[src/rtl/otp_pkg.sv]
package otp_pkg;

    typedef enum logic [2:0] {
        OM_IDLE     = 3'd0,
        OM_PGM_CODE = 3'd1,
        OM_PGM_ENC  = 3'd2,
        OM_PGM_SEC  = 3'd3,
        OM_VERIFY   = 3'd4,
        OM_SIG      = 3'd5
    } otp_mode_e;

    localparam int SEC_BITS = 3;

    typedef struct packed {
        logic code_we;
        logic enc_we;
        logic sec_we;
    } otp_wr_t;

    typedef struct packed {
        logic wr_lock;
        logic verify_lock;
        logic movc_ok;
        logic exec_ok;
    } otp_perm_t;

    function automatic logic is_write_mode(input otp_mode_e m);
        return (m == OM_PGM_CODE) || (m == OM_PGM_ENC) || (m == OM_PGM_SEC);
    endfunction

    function automatic logic [7:0] scramble(input logic [7:0] code, input logic [7:0] key);
        return ~(code ^ key);
    endfunction

endpackage

[src/rtl/otp_strobe_seq.sv]
module otp_strobe_seq
    import otp_pkg::*;
#(
    parameter int ADDR_W = 8,
    parameter int PULSES = 5
) (
    input  logic              clk,
    input  logic              rst,
    input  otp_mode_e         mode,
    input  logic [ADDR_W-1:0] addr,
    input  logic [7:0]        data,
    input  logic              prog_n,
    output logic              fire,
    output logic              busy
);
    localparam int CNT_W = $clog2(PULSES + 1);
    localparam logic [CNT_W-1:0] LAST = CNT_W'(PULSES - 1);

    logic              prev_q;
    logic [CNT_W-1:0]  cnt_q, cnt_n;
    otp_mode_e         lat_mode;
    logic [ADDR_W-1:0] lat_addr;
    logic [7:0]        lat_data;
    logic              fall, same;

    assign fall = prev_q & ~prog_n;
    assign same = (mode == lat_mode) && (addr == lat_addr) && (data == lat_data);

    always_comb begin
        cnt_n = cnt_q;
        fire  = 1'b0;
        if (!is_write_mode(mode)) begin
            cnt_n = '0;
        end else if ((cnt_q != '0) && !same) begin
            cnt_n = fall ? CNT_W'(1) : '0;
        end else if (fall) begin
            if (cnt_q == LAST) begin
                fire  = 1'b1;
                cnt_n = '0;
            end else begin
                cnt_n = cnt_q + CNT_W'(1);
            end
        end
    end

    always_ff @(posedge clk) begin
        if (rst) begin
            prev_q   <= 1'b1;
            cnt_q    <= '0;
            lat_mode <= OM_IDLE;
            lat_addr <= '0;
            lat_data <= '0;
        end else begin
            prev_q <= prog_n;
            cnt_q  <= cnt_n;
            if (fall && is_write_mode(mode)) begin
                lat_mode <= mode;
                lat_addr <= addr;
                lat_data <= data;
            end
        end
    end

    assign busy = (cnt_q != '0);

endmodule

[src/rtl/otp_store.sv]
module otp_store #(
    parameter int ADDR_W    = 8,
    parameter int ENC_DEPTH = 64
) (
    input  logic              clk,
    input  logic              rst,
    input  logic              code_we,
    input  logic              enc_we,
    input  logic [ADDR_W-1:0] waddr,
    input  logic [7:0]        wdata,
    input  logic [ADDR_W-1:0] raddr,
    output logic [7:0]        code_rd,
    output logic [7:0]        enc_rd
);
    localparam int CODE_DEPTH = 1 << ADDR_W;
    localparam int ENC_W      = $clog2(ENC_DEPTH);

    logic [7:0] code_mem [CODE_DEPTH];
    logic [7:0] enc_mem  [ENC_DEPTH];

    logic [ENC_W-1:0] enc_wi, enc_ri;
    assign enc_wi = waddr[ENC_W-1:0];
    assign enc_ri = raddr[ENC_W-1:0];

    always_ff @(posedge clk) begin
        if (rst) begin
            for (int i = 0; i < CODE_DEPTH; i++) code_mem[i] <= 8'hFF;
        end else if (code_we) begin
            code_mem[waddr] <= code_mem[waddr] & wdata;
        end
    end

    always_ff @(posedge clk) begin
        if (rst) begin
            for (int i = 0; i < ENC_DEPTH; i++) enc_mem[i] <= 8'hFF;
        end else if (enc_we) begin
            enc_mem[enc_wi] <= enc_mem[enc_wi] & wdata;
        end
    end

    assign code_rd = code_mem[raddr];
    assign enc_rd  = enc_mem[enc_ri];

endmodule

[src/rtl/otp_sec_lock.sv]
module otp_sec_lock
    import otp_pkg::*;
(
    input  logic                clk,
    input  logic                rst,
    input  logic                sec_we,
    input  logic [1:0]          sel,
    output logic [SEC_BITS-1:0] sec_q,
    output otp_perm_t           perm
);
    generate
        for (genvar b = 0; b < SEC_BITS; b++) begin : g_bit
            always_ff @(posedge clk) begin
                if (rst) begin
                    sec_q[b] <= 1'b0;
                end else if (sec_we && (sel == 2'(b))) begin
                    sec_q[b] <= 1'b1;
                end
            end
        end
    endgenerate

    always_comb begin
        perm.wr_lock     = |sec_q;
        perm.movc_ok     = ~sec_q[0];
        perm.verify_lock = sec_q[0] & sec_q[1];
        perm.exec_ok     = ~(&sec_q);
    end

endmodule

[src/rtl/otp_read_path.sv]
module otp_read_path
    import otp_pkg::*;
#(
    parameter int         ADDR_W   = 8,
    parameter logic [7:0] DEV_CODE = 8'hCB
) (
    input  logic              clk,
    input  logic              rst,
    input  otp_mode_e         mode,
    input  logic [ADDR_W-1:0] addr,
    input  logic [7:0]        code_rd,
    input  logic [7:0]        enc_rd,
    input  logic              verify_lock,
    output logic [7:0]        data_o
);
    localparam logic [ADDR_W-1:0] SIG_MFR_A = ADDR_W'(8'h30);
    localparam logic [ADDR_W-1:0] SIG_DEV_A = ADDR_W'(8'h31);
    localparam logic [7:0]        MFR_CODE  = 8'h15;

    logic [7:0] next_byte;

    always_comb begin
        next_byte = 8'hFF;
        case (mode)
            OM_VERIFY: next_byte = verify_lock ? 8'hFF : scramble(code_rd, enc_rd);
            OM_SIG: begin
                if (addr == SIG_MFR_A)      next_byte = MFR_CODE;
                else if (addr == SIG_DEV_A) next_byte = DEV_CODE;
            end
            default: next_byte = 8'hFF;
        endcase
    end

    always_ff @(posedge clk) begin
        if (rst) data_o <= 8'hFF;
        else     data_o <= next_byte;
    end

endmodule

[src/rtl/otp_prog_ctrl.sv]
module otp_prog_ctrl
    import otp_pkg::*;
#(
    parameter int         ADDR_W    = 8,
    parameter int         ENC_DEPTH = 64,
    parameter int         PULSES    = 5,
    parameter logic [7:0] DEV_CODE  = 8'hCB
) (
    input  logic              clk,
    input  logic              rst,
    input  logic [2:0]        mode_i,
    input  logic [ADDR_W-1:0] addr_i,
    input  logic [7:0]        data_i,
    input  logic              prog_n_i,
    output logic [7:0]        data_o,
    output logic              busy_o,
    output logic              done_o,
    output logic              movc_ok_o,
    output logic              ext_exec_ok_o
);
    otp_mode_e           mode;
    logic                fire;
    otp_wr_t             wr;
    otp_perm_t           perm;
    logic [SEC_BITS-1:0] sec_q;
    logic [7:0]          code_rd, enc_rd;
    logic                done_q;

    assign mode = otp_mode_e'(mode_i);

    otp_strobe_seq #(.ADDR_W(ADDR_W), .PULSES(PULSES)) u_seq (
        .clk    (clk),
        .rst    (rst),
        .mode   (mode),
        .addr   (addr_i),
        .data   (data_i),
        .prog_n (prog_n_i),
        .fire   (fire),
        .busy   (busy_o)
    );

    always_comb begin
        wr.code_we = fire && (mode == OM_PGM_CODE) && !perm.wr_lock;
        wr.enc_we  = fire && (mode == OM_PGM_ENC)  && !perm.wr_lock;
        wr.sec_we  = fire && (mode == OM_PGM_SEC);
    end

    otp_store #(.ADDR_W(ADDR_W), .ENC_DEPTH(ENC_DEPTH)) u_store (
        .clk     (clk),
        .rst     (rst),
        .code_we (wr.code_we),
        .enc_we  (wr.enc_we),
        .waddr   (addr_i),
        .wdata   (data_i),
        .raddr   (addr_i),
        .code_rd (code_rd),
        .enc_rd  (enc_rd)
    );

    otp_sec_lock u_lock (
        .clk    (clk),
        .rst    (rst),
        .sec_we (wr.sec_we),
        .sel    (addr_i[1:0]),
        .sec_q  (sec_q),
        .perm   (perm)
    );

    otp_read_path #(.ADDR_W(ADDR_W), .DEV_CODE(DEV_CODE)) u_rd (
        .clk         (clk),
        .rst         (rst),
        .mode        (mode),
        .addr        (addr_i),
        .code_rd     (code_rd),
        .enc_rd      (enc_rd),
        .verify_lock (perm.verify_lock),
        .data_o      (data_o)
    );

    always_ff @(posedge clk) begin
        if (rst) done_q <= 1'b0;
        else     done_q <= fire;
    end

    assign done_o        = done_q;
    assign movc_ok_o     = perm.movc_ok;
    assign ext_exec_ok_o = perm.exec_ok;

endmodule

[config.mk]
export PLATFORM = sky130hd
export DESIGN_NAME = otp_prog_ctrl
export DESIGN_NICKNAME = d
export VERILOG_FILES = /design/src/rtl/otp_pkg.sv /design/src/rtl/otp_strobe_seq.sv /design/src/rtl/otp_store.sv /design/src/rtl/otp_sec_lock.sv /design/src/rtl/otp_read_path.sv /design/src/rtl/otp_prog_ctrl.sv
export SDC_FILE = /design/constraint.sdc
export NUM_CORES = 2
export LEC_CHECK = 0
export BUFFER_PORTS_ARGS = -buffer_cell sky130_fd_sc_hd__buf_2
export CORE_MARGIN = 2
export CORE_UTILIZATION = 30
export DETAILED_ROUTE_END_ITERATION = 8
export SYNTH_ARGS = -nofsm -noshare
export SYNTH_HDL_FRONTEND = slang
export SYNTH_SLANG_ARGS = --single-unit
[constraint.sdc]
create_clock -name clk -period 9.1 [get_ports clk]
set_input_delay 2.275 -clock clk [delete_from_list [all_inputs] [get_ports clk]]
set_output_delay 2.275 -clock clk [all_outputs]
set_load 0.02 [all_outputs]
==> run summary <==
The final-report max-slew violation count was 0; the critical path arrival was 7460 ps. Library cell used as clock root buffer: sky130_fd_sc_hd__clkbuf_16. The number of global-route vias before repair was 68100; the overall overflow remaining after global route was 0. The H-tree generated during clock tree synthesis spans 5 levels.

The average instance in the mapped netlist occupies 14.6 sq um. The post-cts sizing count is 0, and the switching share of power is 0.227. Once placement finished, the instance area stood at 119000 sq um. Derived from the worst setup path, the maximum achievable clock frequency is 146 MHz. Summing over every cut layer, the via total after detailed routing is 67400.

The tools report the initial core utilization as 0.301. The row count was 225. The destination of the worst hold path is u_seq.lat_data[4]. Summed over all failing endpoints, the final setup total negative slack is 0 ps. The run gives 0.686 as the post-synthesis sequential area ratio.

Among all flip-flop cells after synthesis, the most frequent one is sky130_fd_sc_hd__edfxtp_1. The min-delay analysis places its worst path in the category reg2reg. Once placement completed, the tool counted placed cells totaling 12400.

Setup repair after global routing left no endpoint under its margin. The logs give 205000 microns for the detailed placement HPWL and 12 for the initial antenna violation count. The die covers 382000 sq um. The tightest slew margin relative to the limit was 0.120; the portion of the clock cycle consumed by the worst path in the final layout was 0.753. The logs give 0 for the total of hold buffers inserted after clock tree synthesis and 26.2 mW for the total power. Yosys printed 0 warnings. The share of total power in sequential cells was 0.501; the synthesized area was 113000 sq um. Number of design-rule violations left by the first detailed-router iteration: 8704. The flow ran to the end, and the final reports show no timing, DRC or antenna violations. The share of layout cells above drive strength 1 is 0.212. The type of element launching the critical path was an input pin. Internal power comes to 20.3 mW. Synthesis instantiated 50 different standard cells from the library. The number of buffers inserted during clock tree synthesis was 294; the layout-stage area growth over the synthesis result was 13.0%. The number of maximum-capacitance constraint violations is 0, and the net switching power is 5.95 mW.

In this run the most critical hold path is launched from u_seq.lat_data[4]. The clock reaches the later pin of the worst-skew pair after 980 ps. The count of buffers added on input and output ports is 33. The post-synth net total was 7794; the wire length per cell was 25.0 microns.

Startpoint of the most critical register-to-register path: u_seq.cnt_q[0]. At the end of the flow, the number of nets in the layout was 7676. The number of storage elements in the synthesis netlist is 2595, and the setup slack of the most critical reg-to-reg path is 3850 ps. The first global-routing pass estimated 468000 microns of wire. The number of enable flip-flop cells after synthesis works out to 2560. The run gives 0 as the number of DRC violations after detailed routing.

The ratio of routed vias to standard cells is 5.24. The clock passes through at most 4 buffers. Entering global routing, the biggest net connects 169 pins. TritonCTS built the clock tree. The die outline height was 618 microns; the final cell area excluding filler cells was 128000 sq um. The tools report the number of hold violations in the final report as 0.

The tools report the number of placed I/O pins as 34. The worst setup path is of the in2reg kind. In this run the post-CTS setup repair buffer count came out at 0.

Clock-pin slew was measured on the worst setup and hold paths at 60 ps. IR analysis of the VDD net gives a maximum drop of 0.000226 V. The count of cells in the finished layout, fillers not included, comes to 12900. The core region is 376000 sq um. The data required time of the worst path is 9700 ps.

The clock net in this run drives a total of 2595 sinks. The number of optimization iterations in the first detailed-route pass is 6, and the final clock skew is 80.3 ps. The logs give 7770 for the gate count of the mapped netlist and 0.867 for the final weighted congestion of routability-driven global placement. The tools report the count of final setup violators as 0. The worst register-to-register path ends at u_store.code_mem[151][3]. The post-layout minimum cycle time was 6850 ps. Combinational cell fraction of total power: 0.059. Along the worst path, the maximum fanout reaches 70.

The run gives 0.165 as the all-layer global routing usage. The length in cells of the worst reg-to-reg path is 11. For the pin with the worst max-slew slack, the measured transition is 1310 ps.

The cell count of the worst hold path works out to 2. The horizontal die dimension came out at 618 microns. The power density over cell area is 205 nW/um^2, and the clock share of power is 0.439. The tightest hold path in the finished design has a slack of 467 ps. The worst setup path is captured at a flip-flop. The final antenna-violating net count was 0; the leakage power of the design was 30.4 nW. The share of synthesized flip-flops with an asynchronous set or reset was 0; the total length of routed wires was 321000 microns.
## flip-flops by register name, summed over array words and instances (netlist names), 3 cells and up
name and count:
u_lock.sec_q 3, u_store.code_mem 2048, u_store.enc_mem 512, u_seq.lat_addr 8, u_seq.lat_mode 3, u_seq.lat_data 8, u_rd.data_o 8, u_seq.cnt_q 3
## through the flow
| step | utilization | setup slack [ps] |
|---|---|---|
| 2_1_floorplan | - | 3840 |
| 3_3_place_gp | 0.316 | 1610 |
| 3_5_place_dp | 0.316 | 1500 |
| 4_1_cts | 0.340 | 2450 |
| 5_1_grt | 0.340 | 2250 |
| 6_report | 0.340 | 2250 |
## power by group through the flow
stage	Combinational [mW]	Sequential [mW]	Clock (mW)
floorplan	0.981	13.4	0
global route	1.63	13.2	12.1
CTS	1.56	13.2	11.7
detailed placement	1.56	13.4	0
global placement	1.53	13.4	0
finish	1.56	13.2	11.5
## cell usage in the layout (no fill, tap or decap), types with 4 or more instances in the layout
cell / synthesis / layout
sky130_fd_sc_hd__nor4_1: 34 / 34
sky130_fd_sc_hd__mux4_2: 696 / 696
sky130_fd_sc_hd__a22oi_1: 225 / 225
sky130_fd_sc_hd__clkbuf_8: 0 / 6
sky130_fd_sc_hd__bufinv_16: 0 / 26
sky130_fd_sc_hd__o22ai_1: 16 / 16
sky130_fd_sc_hd__o21ai_4: 0 / 8
sky130_fd_sc_hd__nand3_1: 33 / 27
sky130_fd_sc_hd__nand2_1: 2634 / 2632
sky130_fd_sc_hd__buf_2: 340 / 28
sky130_fd_sc_hd__nand4_1: 11 / 11
sky130_fd_sc_hd__nor2b_1: 16 / 13
sky130_fd_sc_hd__clkinvlp_4: 0 / 8
sky130_fd_sc_hd__clkinv_1: 0 / 57
sky130_fd_sc_hd__buf_4: 8 / 115
sky130_fd_sc_hd__o21ai_0: 5 / 5
sky130_fd_sc_hd__xor2_1: 16 / 16
sky130_fd_sc_hd__or2_2: 323 / 323
sky130_fd_sc_hd__nand2_2: 6 / 8
sky130_fd_sc_hd__nand3_2: 0 / 6
sky130_fd_sc_hd__nor3_1: 15 / 15
sky130_fd_sc_hd__clkbuf_1: 206 / 55
sky130_fd_sc_hd__a21oi_1: 136 / 136
sky130_fd_sc_hd__dfxtp_1: 35 / 35
sky130_fd_sc_hd__clkbuf_16: 0 / 300
sky130_fd_sc_hd__edfxtp_1: 2560 / 2560
sky130_fd_sc_hd__nor2_1: 305 / 304
sky130_fd_sc_hd__buf_12: 0 / 35
sky130_fd_sc_hd__clkinv_2: 0 / 43
sky130_fd_sc_hd__diode_2: 0 / 8
sky130_fd_sc_hd__nand2b_1: 10 / 9
sky130_fd_sc_hd__inv_1: 4 / 4
sky130_fd_sc_hd__nor2_2: 40 / 40
sky130_fd_sc_hd__o21a_1: 6 / 6
sky130_fd_sc_hd__inv_6: 0 / 6
## worst max-delay path by stage
| stage | from | end | depth (start not counted) |
|---|---|---|---|
| after CTS | addr_i[1] | u_store.code_mem[151][3] | 10 |
| after detailed placement | addr_i[1] | u_store.code_mem[151][6] | 10 |
| final | addr_i[1] | u_store.code_mem[151][3] | 10 |
| after global routing | addr_i[1] | u_store.code_mem[151][3] | 10 |
| after global placement | addr_i[1] | u_store.code_mem[71][7] | 10 |
| after floorplan | addr_i[1] | u_store.enc_mem[11][0] | 10 |
## worst max-delay path: stages
cell and delay, ps:
sky130_fd_sc_hd__buf_8 510, sky130_fd_sc_hd__xor2_1 130, sky130_fd_sc_hd__nor4_1 310, sky130_fd_sc_hd__nand4_1 440, sky130_fd_sc_hd__nor4_4 820, sky130_fd_sc_hd__buf_4 300
sky130_fd_sc_hd__nand4_1 880, sky130_fd_sc_hd__buf_4 530, sky130_fd_sc_hd__nor2_1 630, sky130_fd_sc_hd__or2_2 400
## final cells by class
type / instances / area [sq um]
antenna: 8 / 20.0
clock buffer: 361 / 7800
clock inverter: 145 / 1390
fill: 36100 / 248000
inverter: 4 / 15.0
multi-input combinational: 4575 / 32900
sequential: 2595 / 77600
tap: 4994 / 6250
timing repair buffer: 182 / 1760
## cell families after synthesis
kind of cell    count (synthesis)  synth area share
compound gates                403            0.0233
xor+xnor                       19           0.00147
fa+ha+maj                       2          0.000221
buf+inv                       600            0.0243
flops                        2595             0.686
mux                           698             0.139
simple gates                 3453             0.126
## Yosys cell counts, types with 8 or more instances
| master | count | area (sq um) |
|---|---|---|
| sky130_fd_sc_hd__a22oi_1 | 225 | 1690 |
| sky130_fd_sc_hd__nor2_1 | 305 | 1140 |
| sky130_fd_sc_hd__xor2_1 | 16 | 140 |
| sky130_fd_sc_hd__nand3_1 | 33 | 165 |
| sky130_fd_sc_hd__buf_1 | 37 | 139 |
| sky130_fd_sc_hd__a21oi_1 | 136 | 681 |
| sky130_fd_sc_hd__nor3_1 | 15 | 75.1 |
| sky130_fd_sc_hd__nor2b_1 | 16 | 100 |
| sky130_fd_sc_hd__mux4_2 | 696 | 15700 |
| sky130_fd_sc_hd__or2_2 | 323 | 2020 |
| sky130_fd_sc_hd__buf_2 | 340 | 1700 |
| sky130_fd_sc_hd__edfxtp_1 | 2560 | 76900 |
| sky130_fd_sc_hd__nand2b_1 | 10 | 62.6 |
| sky130_fd_sc_hd__nand4_1 | 11 | 68.8 |
| sky130_fd_sc_hd__nor2_2 | 40 | 250 |
| sky130_fd_sc_hd__nand2_1 | 2634 | 9890 |
| sky130_fd_sc_hd__o21ai_1 | 8 | 40.0 |
| sky130_fd_sc_hd__clkbuf_1 | 206 | 773 |
| sky130_fd_sc_hd__o22ai_1 | 16 | 100 |
| sky130_fd_sc_hd__nor4_1 | 34 | 213 |
| sky130_fd_sc_hd__buf_4 | 8 | 60.1 |
| sky130_fd_sc_hd__dfxtp_1 | 35 | 701 |
## layer usage
metal	global-route usage	wire length [microns]
met1	0.217	124000
met2	0.272	157000
met3	0.0274	26700
met4	0.0699	13900
met5	0	0
Note: power is estimated with default switching activity, not from simulation.
